<file path="config.mk">
export PLATFORM = sky130hd
export DESIGN_NAME = irq_prio_tracker
export DESIGN_NICKNAME = d
export VERILOG_FILES = /design/src/rtl/irqt_pkg.sv /design/src/rtl/irqt_prio_enc.sv /design/src/rtl/irqt_vec_set.sv /design/src/rtl/irq_prio_tracker.sv
export SDC_FILE = /design/constraint.sdc
export NUM_CORES = 1
export LEC_CHECK = 0
export CAP_MARGIN = 0
export CORE_UTILIZATION = 32
export DETAILED_ROUTE_END_ITERATION = 12
export PLACE_DENSITY = 0.88
export SLEW_MARGIN = 20
export SYNTH_ARGS = -nofsm -noshare
export SYNTH_HDL_FRONTEND = slang
export SYNTH_SLANG_ARGS = --single-unit
</file>
<file path="constraint.sdc">
create_clock -name clk -period 2.3 [get_ports clk]
set_input_delay 0.23 -clock clk [delete_from_list [all_inputs] [get_ports clk]]
set_output_delay 0.23 -clock clk [all_outputs]
set_load 0.01 [all_outputs]
</file>
<file path="src/rtl/irqt_pkg.sv">
package irqt_pkg;

    localparam int VEC_W    = 8;
    localparam int NUM_VEC  = 1 << VEC_W;
    localparam int CLS_W    = 4;
    localparam int SUB_W    = VEC_W - CLS_W;
    localparam int SVR_W    = VEC_W + 1;
    localparam logic [SVR_W-1:0] SVR_RESET = {1'b0, {VEC_W{1'b1}}};

    typedef logic [VEC_W-1:0] vec_t;

    typedef struct packed {
        logic valid;
        vec_t vec;
    } hit_t;

    function automatic logic [CLS_W-1:0] cls_of(input vec_t v);
        return v[VEC_W-1:SUB_W];
    endfunction

    // Processor priority from task priority and the top in-service vector.
    function automatic vec_t calc_ppr(input vec_t tpr, input hit_t svc);
        if (!svc.valid || cls_of(tpr) >= cls_of(svc.vec))
            return tpr;
        return {cls_of(svc.vec), {SUB_W{1'b0}}};
    endfunction

    // Class-only blocking test used by the pending output.
    function automatic logic class_blocked(input vec_t req, input vec_t pri);
        return (pri != '0) && (cls_of(req) <= cls_of(pri));
    endfunction

endpackage

</file>
<file path="src/rtl/irqt_prio_enc.sv">
module irqt_prio_enc
    import irqt_pkg::*;
#(
    parameter int N      = NUM_VEC,
    parameter int WORD_W = 32
) (
    input  logic [N-1:0] bits,
    output hit_t         hit
);
    localparam int NWORDS = N / WORD_W;
    localparam int IDX_W  = $clog2(WORD_W);

    logic [NWORDS*IDX_W-1:0] word_idx;
    logic [NWORDS-1:0]       word_any;

    // Stage 1: highest set bit inside each word.
    for (genvar w = 0; w < NWORDS; w++) begin : g_word
        logic [WORD_W-1:0] slice;
        logic [IDX_W-1:0]  idx;
        assign slice = bits[w*WORD_W +: WORD_W];
        always_comb begin
            idx = '0;
            for (int j = 0; j < WORD_W; j++)
                if (slice[j]) idx = IDX_W'(j);
        end
        assign word_idx[w*IDX_W +: IDX_W] = idx;
        assign word_any[w]                = |slice;
    end

    // Stage 2: highest nonempty word.
    always_comb begin
        hit = '0;
        for (int w = 0; w < NWORDS; w++) begin
            if (word_any[w]) begin
                hit.valid = 1'b1;
                hit.vec   = VEC_W'(w * WORD_W) | VEC_W'(word_idx[w*IDX_W +: IDX_W]);
            end
        end
    end

endmodule

</file>
<file path="src/rtl/irqt_vec_set.sv">
module irqt_vec_set
    import irqt_pkg::*;
#(
    parameter int N      = NUM_VEC,
    parameter int WORD_W = 32
) (
    input  logic         clk,
    input  logic         rst,
    input  logic         clr_all,
    input  logic         set_en,
    input  vec_t         set_idx,
    input  logic         clr_en,
    input  vec_t         clr_idx,
    output logic [N-1:0] bits
);
    localparam int NWORDS = N / WORD_W;
    localparam int IDX_W  = $clog2(WORD_W);
    localparam int WSEL_W = (VEC_W > IDX_W) ? VEC_W - IDX_W : 1;

    logic [WSEL_W-1:0] set_word, clr_word;
    logic [IDX_W-1:0]  set_bit,  clr_bit;

    assign set_word = WSEL_W'(set_idx >> IDX_W);
    assign clr_word = WSEL_W'(clr_idx >> IDX_W);
    assign set_bit  = set_idx[IDX_W-1:0];
    assign clr_bit  = clr_idx[IDX_W-1:0];

    // One register word per group; a set beats a clear of the same bit.
    for (genvar w = 0; w < NWORDS; w++) begin : g_word
        always_ff @(posedge clk) begin
            if (rst || clr_all) begin
                bits[w*WORD_W +: WORD_W] <= '0;
            end else begin
                if (clr_en && clr_word == WSEL_W'(w))
                    bits[w*WORD_W + int'(clr_bit)] <= 1'b0;
                if (set_en && set_word == WSEL_W'(w))
                    bits[w*WORD_W + int'(set_bit)] <= 1'b1;
            end
        end
    end

    // a requested set lands on the next edge
    a_r2_set_lands: assert property (@(posedge clk) disable iff (rst)
        set_en && !clr_all |=> bits[$past(set_idx)]);

endmodule

</file>
<file path="src/rtl/irq_prio_tracker.sv">
module irq_prio_tracker
    import irqt_pkg::*;
#(
    parameter int WORD_W = 32
) (
    input  logic             clk,
    input  logic             rst,
    input  logic             init_req,
    input  logic             inj_valid,
    input  logic [VEC_W-1:0] inj_vector,
    input  logic             inj_level,
    input  logic             ack_req,
    output logic [VEC_W-1:0] ack_vector,
    input  logic             eoi_req,
    input  logic             tpr_wr,
    input  logic [VEC_W-1:0] tpr_wdata,
    input  logic             tpr_nib_wr,
    input  logic [CLS_W-1:0] tpr_nib_wdata,
    input  logic             svr_wr,
    input  logic [SVR_W-1:0] svr_wdata,
    output logic             irq_pending,
    output logic [VEC_W-1:0] ppr,
    output logic [VEC_W-1:0] tpr_q,
    output logic [CLS_W-1:0] tpr_nib_rd,
    output logic [SVR_W-1:0] svr_q,
    output logic             pend_valid,
    output logic [VEC_W-1:0] pend_vector,
    output logic             svc_valid,
    output logic [VEC_W-1:0] svc_vector,
    output logic             svc_level
);
    logic [NUM_VEC-1:0] req_bits, svc_bits, trig_bits;
    hit_t req_hit, svc_hit;
    logic sw_en, accept, ack_go, eoi_go;

    irqt_vec_set #(.N(NUM_VEC), .WORD_W(WORD_W)) u_req_set (
        .clk(clk), .rst(rst), .clr_all(init_req),
        .set_en(inj_valid), .set_idx(inj_vector),
        .clr_en(ack_go), .clr_idx(req_hit.vec),
        .bits(req_bits));

    irqt_vec_set #(.N(NUM_VEC), .WORD_W(WORD_W)) u_svc_set (
        .clk(clk), .rst(rst), .clr_all(init_req),
        .set_en(ack_go), .set_idx(req_hit.vec),
        .clr_en(eoi_go), .clr_idx(svc_hit.vec),
        .bits(svc_bits));

    irqt_vec_set #(.N(NUM_VEC), .WORD_W(WORD_W)) u_trig_set (
        .clk(clk), .rst(rst), .clr_all(init_req),
        .set_en(inj_valid && inj_level), .set_idx(inj_vector),
        .clr_en(inj_valid && !inj_level), .clr_idx(inj_vector),
        .bits(trig_bits));

    irqt_prio_enc #(.N(NUM_VEC), .WORD_W(WORD_W)) u_req_enc (
        .bits(req_bits), .hit(req_hit));

    irqt_prio_enc #(.N(NUM_VEC), .WORD_W(WORD_W)) u_svc_enc (
        .bits(svc_bits), .hit(svc_hit));

    // Task priority and spurious-vector register.
    always_ff @(posedge clk) begin
        if (rst || init_req) begin
            tpr_q <= '0;
            svr_q <= SVR_RESET;
        end else begin
            if (tpr_nib_wr) tpr_q <= {tpr_nib_wdata, {SUB_W{1'b0}}};
            if (tpr_wr)     tpr_q <= tpr_wdata;
            if (svr_wr)     svr_q <= svr_wdata;
        end
    end

    assign sw_en       = svr_q[VEC_W];
    assign tpr_nib_rd  = cls_of(tpr_q);
    assign ppr         = calc_ppr(tpr_q, svc_hit);

    // Acceptance compares the full byte against the task priority.
    assign accept      = sw_en && req_hit.valid &&
                         !((tpr_q != '0) && (req_hit.vec <= tpr_q));
    assign ack_go      = ack_req && accept && !init_req;
    assign eoi_go      = eoi_req && svc_hit.valid && !init_req;
    assign ack_vector  = accept ? req_hit.vec : svr_q[VEC_W-1:0];

    // The pending line compares only the class against the processor priority.
    assign irq_pending = sw_en && req_hit.valid && !class_blocked(req_hit.vec, ppr);

    assign pend_valid  = req_hit.valid;
    assign pend_vector = req_hit.vec;
    assign svc_valid   = svc_hit.valid;
    assign svc_vector  = svc_hit.vec;
    assign svc_level   = svc_hit.valid && trig_bits[svc_hit.vec];

    // an accepted vector shows up in service on the next edge
    a_r5_accept_moves: assert property (@(posedge clk) disable iff (rst)
        ack_req && accept && !init_req |=> svc_valid && svc_vector >= $past(ack_vector));

    // a spurious acknowledge leaves both sets as they were
    a_r5_spurious_keeps: assert property (@(posedge clk) disable iff (rst)
        ack_req && !accept && !inj_valid && !eoi_req && !init_req
        |=> $stable(pend_vector) && $stable(pend_valid) &&
            $stable(svc_vector) && $stable(svc_valid));

    // end-of-interrupt lowers or empties the in-service top
    a_r6_eoi_lowers: assert property (@(posedge clk) disable iff (rst)
        eoi_req && svc_valid && !ack_req && !init_req
        |=> !svc_valid || svc_vector < $past(svc_vector));

    // the 4-bit path stores into the upper nibble
    a_r7_nib_store: assert property (@(posedge clk) disable iff (rst)
        tpr_nib_wr && !tpr_wr && !init_req
        |=> tpr_q == {$past(tpr_nib_wdata), {SUB_W{1'b0}}});

    // INIT empties the sets and restores the registers
    a_r8_init_clears: assert property (@(posedge clk) disable iff (rst)
        init_req |=> !pend_valid && !svc_valid && svr_q == SVR_RESET && tpr_q == '0);

    // processor priority never falls below task priority
    a_r9_ppr_floor: assert property (@(posedge clk) disable iff (rst)
        ppr >= tpr_q);

    // pending requires the software enable
    a_r3_pend_needs_en: assert property (@(posedge clk) disable iff (rst)
        irq_pending |-> svr_q[VEC_W] && pend_valid);

endmodule

</file>
==> results.txt, run 1 <==
Clock latency on the worst-skew pair, taken at its later pin, is 280 ps. The register area share after synthesis came out at 34.7%. The buffer type at the clock tree root is sky130_fd_sc_hd__clkbuf_4. The worst setup path is of the register to primary output kind. The number of port buffers came out at 63.

The DRC violation count after routing is 4. Leaving out filler cells and counting taps, the final layout contains 180. The static leakage is 0.591 nW.

The clock-pin slew reported for the worst setup and hold paths after clock tree synthesis came out at 100 ps. After the last flow step, the layout net total stands at 189. TritonCTS built the clock tree. The DRC marker count from the first detailed-route iteration came out at 20. Summed over all instances, the cell type with the most area after synthesis is sky130_fd_sc_hd__dfxtp_1. The maximum frequency from static timing analysis is 679 MHz. The unique cell type count in the Yosys netlist came out at 16. By area the synthesized netlist is led by sky130_fd_sc_hd__dfxtp_1, sky130_fd_sc_hd__buf_4, sky130_fd_sc_hd__mux2i_1.

The highest-delay cell along the critical path is sky130_fd_sc_hd__clkdlybuf4s50_1. STA classifies the critical path endpoint as a primary output. At the worst endpoint, the required time is 2070 ps. CTS saw 17 sinks. In this run the remaining antenna-violating nets after routing total 0. The final weighted congestion in routability-driven placement is 0.709.

The cell count after synthesis came out at 107. The post-route total power came out at 0.634 mW. After clock tree synthesis, the flow added hold-fix buffers numbering 0. The worst stage delay on the critical path came out at 570 ps. Setup repair after global routing left no endpoint under its margin.

The floorplan step set the die width to 57.3 um. The total global routing overflow came out at 0. The starting density of the core is 34.6%. For this block, the routed nets add up to 2.11 mm of wire.

CTS built an H-tree with a depth of 1. The HPWL after detailed placement is 1.77 mm. The layout overhead on the synthesized area is 45.5%. The total iterations of the first detailed-routing run is 8. The first global-routing pass estimated 3.31 mm of wire.

The share of post-route cells with drive strength above 1 came out at 4.70%. The maximum clock skew at final layout came out at 0 ps. Setup violations remaining at the end of the flow were counted as 0.

The total setup buffers inserted after CTS came out at 0. The number of rows in the core area came out at 19. The aggregate negative setup slack came out at 0 ps. The arrival time of the worst setup path is 1240 ps. The cell area after synthesis came out at 980 um^2.

The synthesized area per cell is 9.16 um^2. The signal on the critical path passes through clkdlybuf4s50_1. The tool flagged a number of max-cap violations equal to 0. The synthesis-stage register bit count came out at 17. The utilization after layout is 50.4%. The total placed instance area is 0.00140 mm^2. In this run, CTS created clock tree buffers numbering 3. The family with the most delay on the worst path is buffers and inverters. Counting tap cells, the placed design contains a total of 176 instances. Headroom to the max-slew limit came out at 65.4%.

Timing analysis after detailed placement gives a worst setup slack of 786 ps. VDD sags by at most 0.000174 V. The flow ran to the end, but the final reports show violations.

Hold timing on the final database bottoms out at a slack of 480 ps. The path class of the tightest hold or removal check is input port to register. The number of antenna violations at the first check in global routing came out at 0.

The least setup slack across all paths after layout is 826 ps. The total number of yosys warnings is 5184. Dividing the final minimum period by the clock period gives 64.1%. Using the TritonRoute via totals, the vias-per-cell ratio works out to 4.02. The via total after detailed routing is 723. The minimum clock period after layout is 1470 ps. The area of the die came out at 0.00329 mm^2. The max-slew violation total from the final report is 0. The count of buffering cells on the critical path with inverters included is 1. The combined global-route utilization of all metal layers is 13.4%. The floorplan step set the die height to 57.3 um.

The total power density per cell area is 445 mW/mm^2. The number of antenna diodes in the final layout is 0. The via count of the first global-routing pass is 699. The slew at the pin closest to its max-slew limit came out at 518 ps. In this run the biggest area consumer among cell types represents 34.7% of the synthesized area.

The maximum clock insertion buffer count is 2. The largest fanout on the critical path came out at 4. The worst setup path is launched from a register.

The count of cells resized by post-cts repair is 0. The final instance area is 0.00143 mm^2. The pin count of the biggest net entering global routing came out at 14.

The area of the core region is 0.00283 mm^2. The final reports fail on DRC. The average wire length per cell after detail routing is 11.7 um.

The final hold violation count is 0. The number of I/O pins is 96.
## worst paths after layout
| path | from | endpoint | slack, ps | cells after the start |
|---|---|---|---|---|
| min | tpr_wdata[0] | tpr_q[0] | 480 | 3 |
| max reg2reg | tpr_q[1] | tpr_q[1] | 1370 | 2 |
| min reg2reg | svr_q[2] | svr_q[2] | 510 | 2 |
| max | tpr_q[6] | tpr_q[6] | 830 | 1 |
## synth_stat cells, drive strengths merged
cell type	number
nor2b	4
buf	43
nand2	12
nor2	2
dfxtp	17
conb	1
or3b	4
or2	1
mux2i	13
clkbuf	1
a21oi	4
a211oi	4
inv	1
## area by class of cell
class,count,area (um^2)
clock buffer,3,22.5
clock inverter,1,7.51
fill,265,1400
inverter,1,3.75
multi-input combinational,64,382
sequential,17,340
tap,31,38.8
timing repair buffer,63,631
## report_power, final
part,leakage (nW),internal (mW),switching [mW]
clock network,0.0139,0.0660,0.0966
logic,0.438,0.0939,0.0644
registers,0.139,0.305,0.00842
## kinds of logic (layout without fill, tap and decap cells)
family	count (synthesis)	in the layout	share of synthesized area [%]
buf+inv	45	68	33.6
simple gates	23	23	12.9
flops	17	17	34.7
mux	13	13	13.3
compound gates	8	8	5.11
other cells	1	20	0.383
## layer usage
layer / GRT usage (%) / up-vias / share of wire (%)
met5: 0 / - / 0
met4: 6.27 / 0 / 0
met3: 2.04 / 0 / 3.4
met2: 25.4 / 26 / 60
met1: 14.6 / 326 / 37
li1: - / 371 / -
## cell usage in the layout (no fill, tap or decap)
| cell type | synthesis | layout |
|---|---|---|
| sky130_fd_sc_hd__clkdlybuf4s50_1 | 0 | 63 |
| sky130_fd_sc_hd__conb_1 | 1 | 20 |
| sky130_fd_sc_hd__dfxtp_1 | 17 | 17 |
| sky130_fd_sc_hd__mux2i_1 | 13 | 13 |
| sky130_fd_sc_hd__nand2_1 | 12 | 12 |
| sky130_fd_sc_hd__or3b_1 | 4 | 4 |
| sky130_fd_sc_hd__a21oi_1 | 4 | 4 |
| sky130_fd_sc_hd__a211oi_1 | 4 | 4 |
| sky130_fd_sc_hd__nor2b_2 | 3 | 3 |
| sky130_fd_sc_hd__clkbuf_4 | 0 | 3 |
| sky130_fd_sc_hd__nor2_1 | 2 | 2 |
| sky130_fd_sc_hd__or2_1 | 1 | 1 |
| sky130_fd_sc_hd__inv_1 | 1 | 1 |
| sky130_fd_sc_hd__nor2b_1 | 1 | 1 |
| sky130_fd_sc_hd__clkinvlp_4 | 0 | 1 |
## flip-flops by register name, indices dropped and copies added (netlist names)
name,cells
svr_q,9
tpr_q,8
Power figures use the tool's default switching activity.
==> run 2: changes to the inputs <==
CORE_UTILIZATION = 27   (was 32)
PLACE_DENSITY = 0.79   (was 0.88)
clock period = 1.3 ns   (was 2.3 ns; I/O delays follow)
==> run 2 against run 1 <==
The run now ends clean; clock skew did not move; utilization shrank 8.3 points; wire length shrank 4.9%; sequential cell count stayed put; cell area is 0.79% higher; clock-buffer cell count grew 1; global-route usage fell by 2.2 points; combinational power up 66%.
==> results.txt, run 2 (same netlist as run 1, synthesis figures left out) <==
The clock network power share came to 25.2% (was 25.6%). The number of setup violations in the final report came out at 0 (unchanged). The fraction of met3 tracks used by global routing was 2.76% (was 2.04%). The share of post-route cells with drive strength above 1 came to 6.54% (was 4.70%). The combined global-route utilization of all metal layers is 11.2% (was 13.4%).

The share of the cycle needed by the critical path after routing came out at 82.5%. The number of cells traversed by the worst register-to-register path came out at 2 (unchanged). The ratio of routed vias to standard cells is 3.79 (was 4.02). The maximum frequency from static timing analysis came out at 932 MHz.

Unrepaired setup endpoints after global routing: false (unchanged). The most flop-heavy register is svr_q (unchanged). The critical path depth came to 1 (unchanged).

Commonest cells after routing, fill and taps aside: sky130_fd_sc_hd__dlygate4sd2_1, sky130_fd_sc_hd__clkdlybuf4s50_1, sky130_fd_sc_hd__conb_1 (was sky130_fd_sc_hd__clkdlybuf4s50_1, sky130_fd_sc_hd__conb_1, sky130_fd_sc_hd__dfxtp_1). The layout overhead on the synthesized area came out at 46.6% (was 45.5%). The count of cells resized by post-cts repair is 37 (was 0). The endpoint required time on the critical path came out at 1170 ps (was 2070 ps). The most common cell after layout, fill and taps aside is sky130_fd_sc_hd__dlygate4sd2_1 (was sky130_fd_sc_hd__clkdlybuf4s50_1). The net switching power of the design is 0.283 mW (was 0.169 mW). The family with the most delay on the worst path was flip-flops (was buffers and inverters). The routed wire length is 2.01 mm (was 2.11 mm). The type of origin of the critical path was a register (unchanged). The buffer type at the clock tree root is sky130_fd_sc_hd__clkbuf_4 (unchanged).

The total power density per cell area is 759 mW/mm^2 (was 445 mW/mm^2). The via total after detailed routing came out at 754 (was 723). The fraction of power consumed by combinational cells is 24.1% (was 25.0%). The static leakage came to 0.677 nW (was 0.591 nW). The number of nets in the final layout is 193 (was 189).

The clock latency at the later pin of the worst-skew pair came out at 280 ps (about the same). The number of levels the H-tree was split into came to 1 (unchanged). The TritonCTS clock tree is yes (unchanged). The max-slew violation total from the final report was 0 (unchanged). The count of antenna diodes in the layout is 0 (unchanged).

The worst reg2reg path endpoint is tpr_q[1] (unchanged). The number of filler cells placed in the layout is 370 (was 265). The type of the most critical hold path is input port to register (unchanged). The total placed cells including tap cells came out at 195 (was 176). The total global routing overflow is 0 (unchanged). Result of the run: finished clean (was finished with violations). The DRC marker count from the first detailed-route iteration came to 21 (was 20). The number of max-cap violations came to 0 (unchanged). The maximum VDD drop was 0.000234 V (was 0.000174 V). The largest fanout on the critical path is 4 (unchanged).

The total setup buffers inserted after CTS came out at 0 (unchanged). The HPWL after detailed placement came to 1.64 mm (was 1.77 mm). The first-pass GRT wire length came out at 3.40 mm (was 3.31 mm). The DRC violation count after routing came out at 0 (was 4). The area of the die came out at 0.00387 mm^2 (was 0.00329 mm^2). The type of the worst setup path is register to primary output (unchanged). The fraction of power spent switching nets came to 26.0% (was 26.7%). Cells traversed along the worst timing path: dlygate4sd2_1 (was clkdlybuf4s50_1). The final hold violation count came to 0 (unchanged). The aggregate negative setup slack came out at 0 ps (unchanged). The nature of the critical path endpoint was a primary output (unchanged). The highest-delay cell along the critical path was sky130_fd_sc_hd__dfxtp_1 (was sky130_fd_sc_hd__clkdlybuf4s50_1).

The non-filler instance count after layout is 199 (was 180). The area of the core region was 0.00342 mm^2 (was 0.00283 mm^2). The clock-pin slew reported for the worst setup and hold paths after clock tree synthesis is 100 ps (about the same). The capture point of the worst path is ppr[6] (was tpr_q[6]). The number of I/O pins came out at 96 (unchanged). The launch point of the worst reg-to-reg path is tpr_q[1] (unchanged). The starting density of the core came to 28.7% (was 34.6%).

The count of antenna-violating nets left after detailed routing is 0 (unchanged). The average wire length per cell after detail routing came to 10.1 um (was 11.7 um). The minimum clock period after layout came out at 1070 ps. The width of the chip is 62.2 um (was 57.3 um).

The sequential cell fraction of total power came out at 50.7% (was 49.4%). Largest registers: svr_q: 9 flops, tpr_q: 8 flops (unchanged). The worst stage delay on the critical path came out at 370 ps (was 570 ps). The start point of the critical path was tpr_q[6] (unchanged).

The number of antenna violations at the first check in global routing is 0 (unchanged). The flip-flop count of the largest register after layout is 9 (unchanged). The die height came out at 62.2 um (was 57.3 um). The via count of the first global-routing pass was 665 (was 699). The arrival time of the worst setup path came to 940 ps (was 1240 ps). The maximum clock skew at final layout is 0 ps (unchanged). The number of port buffers is 63 (unchanged). The worst setup slack for register-to-register paths is 400 ps (was 1370 ps). The number of rows in the core area was 21 (was 19). The TritonCTS sink count came out at 17 (unchanged). The final weighted congestion in routability-driven placement came to 0.725 (was 0.709). The pin count of the biggest net entering global routing came to 10 (was 14). The total CTS buffers came out at 3 (unchanged).

The total iterations of the first detailed-routing run is 4 (was 8). The count of hold-fix buffers inserted at cts came out at 0 (unchanged). The busiest metal layer after global routing is met2 (unchanged).

The met2 layer usage reported by global route is 17.9% (was 25.4%). The maximum clock insertion buffer count is 2 (unchanged). The count of buffering cells on the critical path with inverters included is 1 (unchanged). The met1 demand-to-capacity share in global routing is 13.5% (was 14.6%).

The total internal power is 0.807 mW (was 0.465 mW).
-- run 2: how the worst min path moves through the flow --
| stage | startpoint | end | cells after the start |
|---|---|---|---|
| after CTS | tpr_wdata[0] | tpr_q[0] | 3 |
| after detailed placement | svr_q[1] | svr_q[1] | 2 |
| after global routing | tpr_wdata[0] | tpr_q[0] | 3 |
| after global placement | svr_q[2] | svr_q[2] | 2 |
| final | tpr_wdata[0] | tpr_q[0] | 3 |
| after floorplan | svr_wdata[0] | svr_q[0] | 2 |
-- run 2: cell type report --
| class | instances | area, um^2 | share of cell area (%) |
|---|---|---|---|
| repair buffers | 67 | 627 | 43.6 |
| multi-input cells | 64 | 382 | 26.6 |
| flip-flops and latches | 17 | 340 | 23.7 |
| well taps | 46 | 57.6 | 4.01 |
| clock buffers | 4 | 26.3 | 1.83 |
| inverters | 1 | 3.75 | 0.261 |
-- run 2: layer usage --
metal / vias to the layer above / share of wire (%) / wire length, um
met5: - / 0 / 0
met4: 0 / 1.3 / 27
met3: 2 / 5.4 / 108
met2: 31 / 52 / 1050
met1: 344 / 41 / 823
li1: 377 / - / -
-- run 2: power by group through the flow --
| stage | sequential, mW | clock, mW | combinational, mW |
|---|---|---|---|
| 6_report | 0.552 | 0.275 | 0.263 |
| 3_3_place_gp | 0.566 | 0 | 0.291 |
| 5_1_grt | 0.557 | 0.332 | 0.286 |
| 4_1_cts | 0.553 | 0.293 | 0.265 |
| 2_1_floorplan | 0.574 | 0 | 0.180 |
| 3_5_place_dp | 0.567 | 0 | 0.293 |
-- run 2: through the flow --
step / setup slack [ps] / power (mW) / utilization [%] / hold WS (ps) / area, um^2
after floorplan: 398 / 0.754 / - / 258 / 1050
after global placement: -10.8 / 0.857 / 42.6 / 482 / 1460
after detailed placement: -33.7 / 0.860 / 42.6 / 486 / 1460
after CTS: 203 / 1.11 / 42.1 / 369 / 1440
after global routing: 139 / 1.17 / 42.1 / 362 / 1440
final: 227 / 1.09 / 42.1 / 388 / 1440
==> run 3: changes to the inputs <==
CORE_UTILIZATION = 29   (was 27)
PLACE_DENSITY = 0.81   (was 0.79)
clock period = 1.1 ns   (was 1.3 ns; I/O delays follow)
==> run 3 against run 2 <==
Clock power up 16%; via count is 1.6% higher; utilization up 4.6 points; sequential cell count unchanged; wire length rose by 8.2%; register-to-register slack lost 210 ps; hold slack worse by 17 ps.
==> results.txt, run 3 (same netlist as run 1, synthesis figures left out) <==
Result of the run: finished clean (unchanged). The post-route total power came to 1.29 mW (was 1.09 mW). The endpoint required time on the critical path is 990 ps (was 1170 ps). The most flop-heavy register is svr_q (unchanged). The start point of the critical path is svr_q[0] (was tpr_q[6]). The number of levels the H-tree was split into came out at 1 (unchanged). The type of the worst setup path is register to primary output (unchanged). The via total after detailed routing came out at 766 (was 754). The maximum VDD drop is 0.000310 V (was 0.000234 V). The final instance area came out at 0.00146 mm^2 (was 0.00144 mm^2). The final hold violation count came out at 0 (unchanged). The static leakage was 0.688 nW (was 0.677 nW). The count of hold-fix buffers inserted at cts came out at 0 (unchanged).

The layout overhead on the synthesized area came out at 48.9% (was 46.6%). The maximum clock skew at final layout is 0 ps (unchanged). Commonest cells after routing, fill and taps aside: sky130_fd_sc_hd__dlygate4sd2_1, sky130_fd_sc_hd__clkdlybuf4s50_1, sky130_fd_sc_hd__conb_1 (unchanged). The type of the most critical hold path is input port to register (unchanged). The average wire length per cell after detail routing is 10.9 um (was 10.1 um). The number of nets in the final layout came out at 195 (was 193).

Dividing the final minimum period by the clock period gives 93.9%. The area of the core region came out at 0.00313 mm^2 (was 0.00342 mm^2). The number of setup violations in the final report came out at 0 (unchanged). The number of rows in the core area was 20 (was 21). The clock-pin slew reported for the worst setup and hold paths after clock tree synthesis came out at 100 ps (about the same). The total global routing overflow came out at 0 (unchanged). The pin count of the biggest net entering global routing is 11 (was 10). The worst setup slack for register-to-register paths is 190 ps (was 400 ps). The number of antenna violations at the first check in global routing is 0 (unchanged). The aggregate negative setup slack is 0 ps (unchanged). The count of antenna-violating nets left after detailed routing came out at 0 (unchanged). The starting density of the core came out at 31.3% (was 28.7%).

The number of cells traversed by the worst register-to-register path is 2 (unchanged). The number of filler cells placed in the layout is 323 (was 370). The family with the most delay on the worst path was flip-flops (unchanged). The instance count along the most critical hold path is 3 (unchanged).

The least setup slack across all paths after layout came out at 67.2 ps (was 227 ps). The area of the die is 0.00361 mm^2 (was 0.00387 mm^2). The worst hold slack after final layout was 371 ps (was 388 ps). Largest registers: svr_q: 9 flops, tpr_q: 8 flops (unchanged).

The maximum frequency from static timing analysis is 968 MHz. The total placed cells including tap cells is 195 (unchanged). The clock latency at the later pin of the worst-skew pair is 280 ps (about the same).

The number of port buffers was 63 (unchanged). The utilization after layout is 46.6% (was 42.1%). The total CTS buffers is 3 (unchanged).

The die height is 60.1 um (was 62.2 um). The HPWL after detailed placement came out at 1.83 mm (was 1.64 mm). The share of post-route cells with drive strength above 1 came to 12.3% (was 6.54%). The final weighted congestion in routability-driven placement came out at 0.673 (was 0.725). The ratio of routed vias to standard cells came out at 3.85 (was 3.79). The buffer type at the clock tree root was sky130_fd_sc_hd__clkbuf_4 (unchanged). The capture point of the worst path is ack_vector[0] (was ppr[6]). The width of the chip is 60.1 um (was 62.2 um).

The highest-delay cell along the critical path is sky130_fd_sc_hd__dfxtp_1 (unchanged). The via count of the first global-routing pass is 679 (was 665). Unrepaired setup endpoints after global routing: false (unchanged).

The critical path depth came to 1 (unchanged). The arrival time of the worst setup path came out at 920 ps (was 940 ps). The largest fanout on the critical path is 3 (was 4). The most common cell after layout, fill and taps aside is sky130_fd_sc_hd__dlygate4sd2_1 (unchanged).

The number of I/O pins came out at 96 (unchanged). The flip-flop count of the largest register after layout is 9 (unchanged). The max-slew violation total from the final report came out at 0 (unchanged). Cells traversed along the worst timing path: dlygate4sd2_1 (unchanged). The type of origin of the critical path is a register (unchanged). The DRC marker count from the first detailed-route iteration came out at 11 (was 21). The worst path needs 1030 ps of the cycle, external delays included. The count of buffering cells on the critical path with inverters included came out at 1 (unchanged).

The total iterations of the first detailed-routing run came to 3 (was 4). The TritonCTS sink count came out at 17 (unchanged). The nature of the critical path endpoint was a primary output (unchanged).

The non-filler instance count after layout is 199 (unchanged). The maximum clock insertion buffer count came out at 2 (unchanged). The worst stage delay on the critical path came out at 360 ps (was 370 ps).

The DRC violation count after routing is 0 (unchanged). The minimum setup slack after placement came out at -205 ps (was -33.7 ps). The combined global-route utilization of all metal layers came out at 11.5% (was 11.2%). The total placed instance area is 0.00147 mm^2 (was 0.00146 mm^2). The count of antenna diodes in the layout came to 0 (unchanged). The TritonCTS clock tree is yes (unchanged). The routed wire length is 2.17 mm (was 2.01 mm). The total power density per cell area came out at 886 mW/mm^2 (was 759 mW/mm^2).

The first-pass GRT wire length was 3.01 mm (was 3.40 mm). The worst reg2reg path endpoint is tpr_q[0] (was tpr_q[1]). The launch point of the worst reg-to-reg path is tpr_q[0] (was tpr_q[1]). The number of max-cap violations is 0 (unchanged).
==> run 3: area by class of cell <==
cell class	instances	area, um^2	share of cell area (%)
Clock buffer	3	22.5	1.54
Clock inverter	1	5.00	0.343
Inverter	1	3.75	0.257
Multi-Input combinational cell	64	382	26.2
Sequential cell	17	348	23.8
Tap cell	44	55.1	3.77
Timing Repair Buffer	69	643	44.1
==> run 3: timing repair <==
| item | CTS | global route |
|---|---|---|
| resized for setup | 39 | 5 |
| endpoints found under the hold margin | 0 | 0 |
| buffers inserted | 0 | 0 |
| setup endpoints to repair | 37 | 8 |
==> run 3: routing by layer <==
layer  vias up  share of wire [%]  track usage, %
li1        385                  -               -
met1       349                 38            12.0
met2        30                 57            22.0
met3         2                3.8            2.16
met4         0               0.87            4.98
met5         -                  0               0
==> run 3: worst min-delay path by stage <==
stage / start / to
detailed placement: svr_q[1] / svr_q[1]
floorplan: svr_wdata[0] / svr_q[0]
global route: tpr_wdata[2] / tpr_q[2]
CTS: tpr_wdata[2] / tpr_q[2]
finish: tpr_wdata[2] / tpr_q[2]
global placement: svr_q[3] / svr_q[3]
==> run 3: report_power, final <==
group          internal (mW)  leakage, nW  switching (mW)
combinational          0.180        0.530           0.138
clock                  0.135       0.0177           0.184
sequential             0.640        0.141          0.0159
